$ cat config.mk
export PLATFORM = sky130hd
export DESIGN_NAME = lane_descrambler
export DESIGN_NICKNAME = d
export VERILOG_FILES = /design/src/rtl/lane_descr_pkg.sv /design/src/rtl/lane_descr_hist.sv /design/src/rtl/lane_descr_core.sv /design/src/rtl/lane_descr_out.sv /design/src/rtl/lane_descrambler.sv
export SDC_FILE = /design/constraint.sdc
export NUM_CORES = 1
export LEC_CHECK = 0
export CAP_MARGIN = 40
export CELL_PAD_IN_SITES_DETAIL_PLACEMENT = 1
export CELL_PAD_IN_SITES_GLOBAL_PLACEMENT = 2
export CORE_ASPECT_RATIO = 0.7
export CORE_UTILIZATION = 25
export CTS_CLUSTER_DIAMETER = 40
export DETAILED_ROUTE_END_ITERATION = 10
export DONT_BUFFER_PORTS = 1
export PLACE_DENSITY = 0.59
export SYNTH_ARGS = -nofsm -noshare
export SYNTH_HDL_FRONTEND = slang
export SYNTH_SLANG_ARGS = --single-unit
export TNS_END_PERCENT = 20
$ cat constraint.sdc
create_clock -name clk -period 1.29 [get_ports clk]
set_input_delay 0.0645 -clock clk [delete_from_list [all_inputs] [get_ports clk]]
set_output_delay 0.0645 -clock clk [all_outputs]
set_load 0.005 [all_outputs]
$ cat src/rtl/lane_descr_pkg.sv
package lane_descr_pkg;
  typedef enum logic {PATH_PASS = 1'b0, PATH_DESCR = 1'b1} path_mode_e;
endpackage

$ cat src/rtl/lane_descr_hist.sv
module lane_descr_hist #(
  parameter int HW = 15
) (
  input  logic          clk,
  input  logic          rst_n,
  input  logic          load,
  input  logic          take,
  input  logic [HW-1:0] seed,
  input  logic [HW-1:0] next_hist,
  output logic [HW-1:0] hist
);
  always_ff @(posedge clk) begin
    if (!rst_n || load) hist <= seed;
    else if (take)      hist <= next_hist;
  end

  AST_RESET_SEED: assert property (@(posedge clk) disable iff (!rst_n)
    $past(!rst_n) |-> hist == $past(seed));
  AST_SEED_RELOAD: assert property (@(posedge clk) disable iff (!rst_n)
    $past(load && rst_n) |-> hist == $past(seed));
endmodule

$ cat src/rtl/lane_descr_core.sv
module lane_descr_core #(
  parameter int W = 16,
  parameter int NEAR = 14,
  parameter int FAR = 15
) (
  input  logic [FAR-1:0] hist,
  input  logic [W-1:0]   word,
  output logic [W-1:0]   plain,
  output logic [FAR-1:0] next_hist
);
  localparam int EW = FAR + W;
  logic [EW-1:0] ext;
  assign ext = {hist, word};

  for (genvar i = 0; i < W; i++) begin : g_bit
    assign plain[i] = ext[i] ^ ext[i+NEAR] ^ ext[i+FAR];
  end
  assign next_hist = ext[FAR-1:0];
endmodule

$ cat src/rtl/lane_descr_out.sv
module lane_descr_out
  import lane_descr_pkg::*;
#(
  parameter int W = 16
) (
  input  logic       clk,
  input  logic       rst_n,
  input  logic       valid,
  input  path_mode_e mode,
  input  logic [W-1:0] raw,
  input  logic [W-1:0] plain,
  output logic [W-1:0] dout,
  output logic       dout_valid
);
  always_ff @(posedge clk) begin
    if (!rst_n) begin
      dout_valid <= 1'b0;
      dout       <= '0;
    end else begin
      dout_valid <= valid;
      if (valid) dout <= (mode == PATH_DESCR) ? plain : raw;
    end
  end

  AST_VALID_FOLLOWS: assert property (@(posedge clk) disable iff (!rst_n)
    valid |=> dout_valid);
  AST_VALID_DROPS: assert property (@(posedge clk) disable iff (!rst_n)
    !valid |=> !dout_valid);
  AST_HOLD_IDLE: assert property (@(posedge clk) disable iff (!rst_n)
    !valid |=> $stable(dout));
endmodule

$ cat src/rtl/lane_descrambler.sv
module lane_descrambler
  import lane_descr_pkg::*;
#(
  parameter int W = 16,
  parameter int NEAR = 14,
  parameter int FAR = 15
) (
  input  logic           clk,
  input  logic           rst_n,
  input  logic [W-1:0]   rx_word,
  input  logic           rx_valid,
  input  logic           align_done,
  input  logic           descr_on,
  input  logic [FAR-1:0] seed_state,
  output logic [W-1:0]   dout_word,
  output logic           dout_valid
);
  logic           align_q;
  logic           reload_evt;
  logic           descr_fire;
  logic           take_evt;
  logic [FAR-1:0] hist;
  logic [FAR-1:0] next_hist;
  logic [W-1:0]   plain;
  path_mode_e     mode;

  always_ff @(posedge clk) begin
    if (!rst_n) align_q <= 1'b0;
    else        align_q <= align_done;
  end

  assign reload_evt = align_q & ~align_done;
  assign descr_fire = rx_valid & descr_on & align_done;
  assign take_evt   = rx_valid & ~reload_evt;
  assign mode       = descr_fire ? PATH_DESCR : PATH_PASS;

  lane_descr_hist #(.HW(FAR)) u_hist (
    .clk(clk), .rst_n(rst_n), .load(reload_evt), .take(take_evt),
    .seed(seed_state), .next_hist(next_hist), .hist(hist)
  );

  lane_descr_core #(.W(W), .NEAR(NEAR), .FAR(FAR)) u_core (
    .hist(hist), .word(rx_word), .plain(plain), .next_hist(next_hist)
  );

  lane_descr_out #(.W(W)) u_out (
    .clk(clk), .rst_n(rst_n), .valid(rx_valid), .mode(mode),
    .raw(rx_word), .plain(plain), .dout(dout_word), .dout_valid(dout_valid)
  );

  // Checker state: the last two words seen at the ports, used to check lock-in.
  logic [W-1:0] chk_w1, chk_w2;
  logic         chk_ok1, chk_ok2, chk_f1;
  logic [FAR+W-1:0] chk_ext;
  always_ff @(posedge clk) begin
    if (!rst_n) begin
      chk_w1 <= '0; chk_w2 <= '0;
      chk_ok1 <= 1'b0; chk_ok2 <= 1'b0; chk_f1 <= 1'b0;
    end else begin
      chk_w1  <= rx_word;
      chk_w2  <= chk_w1;
      chk_ok1 <= rx_valid & ~reload_evt;
      chk_ok2 <= chk_ok1;
      chk_f1  <= descr_fire;
    end
  end
  assign chk_ext = {chk_w2[FAR-1:0], chk_w1};

  for (genvar i = 0; i < W; i++) begin : g_lock
    AST_SELF_SYNC: assert property (@(posedge clk) disable iff (!rst_n)
      (chk_f1 && chk_ok1 && chk_ok2) |->
        dout_word[i] == (chk_ext[i] ^ chk_ext[i+NEAR] ^ chk_ext[i+FAR]));
  end

  AST_PASS_THROUGH: assert property (@(posedge clk) disable iff (!rst_n)
    (rx_valid && !(descr_on && align_done)) |=> dout_word == $past(rx_word));
endmodule

Word level (Yosys, flattened, before mapping)
Index checks and enable logic that the tools add are counted.
{"block": "totals", "register_bits": 33, "latchBits": 0, "ram_bits": 0, "romBits": 0, "inputBits": 36, "output_inout_bits": 17, "wordCells": 49, "n_memories": 0}
{"block": "op_classes", "addsub": 0, "mul": 0, "div": 0, "n_lt_le_gt_ge": 0, "eq_ne": 0, "shifts": 0, "n_mux": 4, "bitwise_logic": 38, "n_reduce_logical": 3}
{"operator": "XOR 1 bit", "count": 32}
{"operator": "2-to-1 mux 15 bit", "count": 2}
{"operator": "2-to-1 mux 16 bit", "count": 1}
{"operator": "AND 1 bit", "count": 4}
{"operator": "NOT 1 bit", "count": 2}
{"operator": "nonzero test 2 bit", "count": 1}
{"operator": "zero test 1 bit", "count": 1}
{"operator": "logical OR 1 bit", "count": 1}
{"operator": "2-to-1 mux 1 bit", "count": 1}

Logic depth before layout (Yosys ltp)
{"block": "logic_depth", "word_depth": 6, "ltp_mapped": 4, "depth_no_buf": 3}

Modules after synthesis
From an unflattened synthesis, not the netlist that was laid out.
{"block": "unflattened", "hier_cells": 142, "hier_area_um2": 1964.4}
{"module": "lane_descr_out", "n_inst": 1, "cells_per_inst": 72, "area_each_um2": 716.9, "seq_area_each_um2": 340.3}
{"module": "lane_descr_hist", "n_inst": 1, "cells_per_inst": 34, "area_each_um2": 704.4, "seq_area_each_um2": 450.4}
{"module": "lane_descr_core", "n_inst": 1, "cells_per_inst": 31, "area_each_um2": 493.0, "seq_area_each_um2": 0.0}
{"module": "lane_descrambler", "n_inst": 1, "cells_per_inst": 5, "area_each_um2": 50.0, "seq_area_each_um2": 20.0}

Least setup slack after synthesis
OpenSTA, ideal clock, no wires.
{"block": "synth_path", "path_type": "flip-flop to flip-flop", "from": "reg align_q", "to": "reg u_hist.hist[0], enable pin", "setup_ps": 331, "t_arrival_ps": 1092, "t_required_ps": 959, "path_slack_ps": -132, "stages_incl_launch_ff": 5, "path_buffers": 1, "synth_period_minus_slack_ps": 1422, "path_cell_list": "dfxtp_1 -> inv_1 -> o21ai_2 -> buf_4 -> or2_2"}
{"block": "synth_via", "elab_chain_cells": 4, "word_cells_on_any_way": 5, "cone_classes": "bitwise (3); reduce/logical (2)"}
{"element": "start: declaration", "line": "lane_descrambler.sv:18", "source": "logic align_q;"}
{"element": "start signal: assignment", "line": "lane_descrambler.sv:29", "source": "else align_q <= align_done;"}
{"element": "AND 1 bit (*)", "line": "lane_descrambler.sv:32", "source": "assign reload_evt = align_q & ~align_done;"}
{"element": "NOT 1 bit"}
{"element": "AND 1 bit"}
{"element": "nonzero test 2 bit (no line) (*)"}
{"element": "end signal: assignment", "line": "lane_descr_hist.sv:14", "source": "else if (take) hist <= next_hist;"}
{"element": "end: declaration", "line": "lane_descr_hist.sv:10", "source": "output logic [HW-1:0] hist"}
Every way passes the cells marked *; elsewhere a longest branch is shown, timed or not.
A chain may end at the register's enable or synchronous reset.

Worst setup path in the final report
{"block": "layout_path", "from": "reg align_q", "to": "reg u_hist.hist[9] (data pin)"}
{"block": "layout_via", "elab_chain_cells": 3}
{"element": "AND 1 bit", "line": "lane_descrambler.sv:32"}
{"element": "logical OR 1 bit", "line": "lane_descr_hist.sv:13", "source": "if (!rst_n || load) hist <= seed;"}
{"element": "2-to-1 mux 15 bit", "line": "lane_descr_hist.sv:13"}
Every way passes these cells.

==> summary.txt <==
Floorplanning
  – Top-level port count: 53
  – Area of the die: 6560 sq um
  – CORE AREA: 5870 sq um
  – Die span in x: 96.4 microns
  – Starting density of the core: 26.6%
  – Die Ht: 68.1 microns
  – Number of standard-cell rows in the floorplan: 23

Hold path
  – Cell depth of the worst min-delay path: 2
  – Worst hold-check path type: in2reg

STA
  – Final setup violation count: 0
  – Worst-case clock skew: 0.00466 ns
  – Final Hold Fails: 0
  – Slew at the pin closest to its max-slew limit: 0.778 ns
  – Part of the cycle the worst path needs: 98.5%
  – Maximum clock rate: 0.787 GHz
  – Setup slack after layout: 0.0199 ns
  – Max Slew Vio Count: 0
  – RSZ-0062 raised after global routing: true
  – Time the worst path needs with I/O delays and setup: 1.27 ns
  – Max-slew headroom at the worst pin: 48.2%

Pwr
  – Internal power: 1.78 mW
  – Peak supply drop: 0.354 mV
  – Switching Fraction: 25.8%
  – Power per unit of standard cell area: 1140 nW/um^2
  – Combinational cell fraction of total power: 16.4%
  – Final total power: 2.40 mW
  – Switching power summed over all nets: 0.620 mW
  – Share of power burned in the clock network: 31.0%
  – Part of the power in registers: 52.6%
  – Leakage power summed over all cells: 0.731 nW

Synthesis
  – List of most frequent post-synthesis cells: o21ai_0 (32), dfxtp_1 (18), a31oi_1 (16), or3_1 (16), xnor2_1 (16)
  – Count of flip-flops with a built-in enable after synthesis: 15
  – Biggest area consumer among synthesized cells: edfxtp_1
  – Instance count of the mapped netlist: 143
  – Dominant register cell in the synthesized netlist: dfxtp_1
  – Most frequent cell after synthesis: o21ai_0
  – Synth area leaders: edfxtp_1 (29%), dfxtp_1 (23%), mux2_2 (11%), o21ai_0 (10%), xnor2_1 (9.0%)
  – Post-synthesis net count: 179
  – Async set-or-reset flop fraction in the synthesized netlist: 0%
  – Number of unique standard cell types used by synthesis: 16
  – Number of synthesized register bits: 33
  – Count of yosys warnings during synthesis: 0
  – Synthesized area divided by synthesized cell count: 10.9 sq um
  – Total standard cell area after synthesis: 1560 sq um
  – Seq/Total Area, Yosys: 52.0%
  – Fraction of synthesized cell area taken by the top area cell type: 28.9%

Detailed routing
  – Total via count in the routed design: 1283
  – Remaining number of nets flagged by the antenna check after routing: 0
  – Number of iterations in the first detailed-routing pass: 4
  – Vias per Instance: 5.09
  – Number of remaining DRC errors: 0
  – Total length of routed wires: 4.32 mm
  – Routed length per placed instance: 17.1 microns
  – Drt first-iter violations: 48

Cells and area
  – Count of nets after finishing: 214
  – Cell area after layout: 2100 sq um
  – Diode insertion count for antenna repair: 0
  – Layout cells sized above 1: 16.4%
  – Fin cells: 252
  – Finished Core Util: 35.8%
  – Area growth from synthesis to final layout: 35.0%

Global route
  – Maximum number of pins on one net before global-route repair: 33
  – First-pass GRT wire length: 6.40 mm
  – GRT Util Overall: 13.6%
  – Aggregate global routing overflow: 0
  – Number of antenna violations at the first check in global routing: 0
  – Via count of the first global-routing pass: 1276

CTS
  – Number of buffers inserted during clock tree synthesis: 5
  – Clk slew on worst S/H paths: 0.07 ns
  – Clock tree from TritonCTS: built
  – Clk buf depth: 2
  – Number of clock sinks: 33
  – Maximum level of the CTS H-tree: 2
  – Buffer count from post-CTS setup fixing: 0
  – Root Driver: clkbuf_8
  – Insertion delay to the later sink of the worst-skew pair: 0.28 ns

Worst setup path
  – Worst Path Required: 1.32 ns
  – Worst EP arrival: 1.30 ns
  – Category of the critical setup timing path: reg2reg
  – Count of cells along the worst register-to-register path: 4
  – Endpoint class of the critical path: flip-flop
  – CP max FO: 10
  – Startpoint type of the worst setup path: flip-flop

Placement
  – Post-detailed-placement cell area: 1650 sq um
  – Final GP Congestion: 0.661
  – Input/output buffers: 0
  – Worst slack at placement: 0.00992 ns
  – Placed wire-length estimate after detailed placement: 2.59 mm
  – Number of instances in the placed design: 211

Job
  – Count of max-cap constraint violations: 0

Run status
  – Status: finished clean
-- per-layer routing --
layer	vias up	track usage, %	part of all wire, %
met5	-	0	0
met4	0	5.51	0.95
met3	5	4.33	5.4
met2	27	23.0	48
met1	648	16.1	45
li1	603	-	-
-- what timing repair did --
action | 4_1_cts | 5_1_grt
endpoints found under the hold margin | 31 | 1
gates cloned | 0 | 1
pin swaps | 0 | 1
resized for setup | 1 | 11
hold buffers | 32 | 2
setup endpoints to repair | 1 | 38
-- path summary, 6_finish.rpt --
| check | start | end | slack [ns] |
|---|---|---|---|
| worst max-delay path | align_q$_SDFF_PN0_ | u_hist.hist[9]$_DFFE_PP_ | 0.02 |
| worst min-delay path | rx_valid | u_out.dout[2]$_SDFFE_PN0P_ | 0.01 |
| worst max register to register | align_q$_SDFF_PN0_ | u_hist.hist[9]$_DFFE_PP_ | 0.02 |
| worst min register to register | u_out.dout[10]$_SDFFE_PN0P_ | u_out.dout[10]$_SDFFE_PN0P_ | 0.57 |
-- critical path, cell delays in order (launching register included) --
cell     delay, ns
dfxtp_2       0.32
inv_2         0.03
o21ai_4       0.16
buf_12        0.16
mux2_2        0.34
-- cell families (layout without fill, tap and decap cells) --
kind of cell,Yosys count,count (layout),synth area share (%)
AO/OA/AOI/OAI,49,49,17.3
XOR/XNOR,16,16,8.99
buffers and inverters,10,43,2.89
flip-flops,33,33,52.0
multiplexers,15,15,10.8
AND/OR/NAND/NOR,20,21,8.03
-- power groups by stage --
stage | clock (mW) | combinational, mW | sequential [mW]
floorplan | 0 | 0.237 | 1.27
global placement | 0 | 0.253 | 1.28
detailed placement | 0 | 0.263 | 1.29
CTS | 0.763 | 0.372 | 1.26
global route | 0.803 | 0.436 | 1.28
finish | 0.742 | 0.394 | 1.26
-- area by class of cell --
cell class / count / area, sq um
inverters: 1 / 3.75
well taps: 75 / 93.8
clock inverters: 1 / 5.00
repair buffers: 36 / 377
fillers: 664 / 3770
multi-input cells: 101 / 744
clock buffers: 5 / 68.8
flip-flops and latches: 33 / 812
-- state kept, by name, summed over array words and instances (netlist names) --
name              flops
align_q               1
u_hist.hist          15
u_out.dout           16
u_out.dout_valid      1
-- per-stage QoR --
| step | setup TNS, ns | hold WS, ns |
|---|---|---|
| finish | 0 | 0.0114 |
| CTS | 0 | 0.00105 |
| global route | -0.0357 | 0.00723 |
| global placement | 0 | 0.170 |
| floorplan | 0 | 0.186 |
| detailed placement | 0 | 0.172 |
-- layout by cell type, fill, tap and decap left out --
cell            count
buf_6               1
a31oi_1            16
buf_12              1
mux2_2              9
clkinv_2            1
and2_1              2
dlymetal6s4s_1      2
xnor2_1            16
dlygate4sd3_1      32
or3_1              16
clkbuf_8            5
o21ai_0            32
nand2_2             1
mux2_4              6
dfxtp_2             1
o21ai_4             1
dfxtp_1            17
inv_2               1
edfxtp_1           15
or2_4               2
No activity file was read; power rests on OpenSTA's default activity.
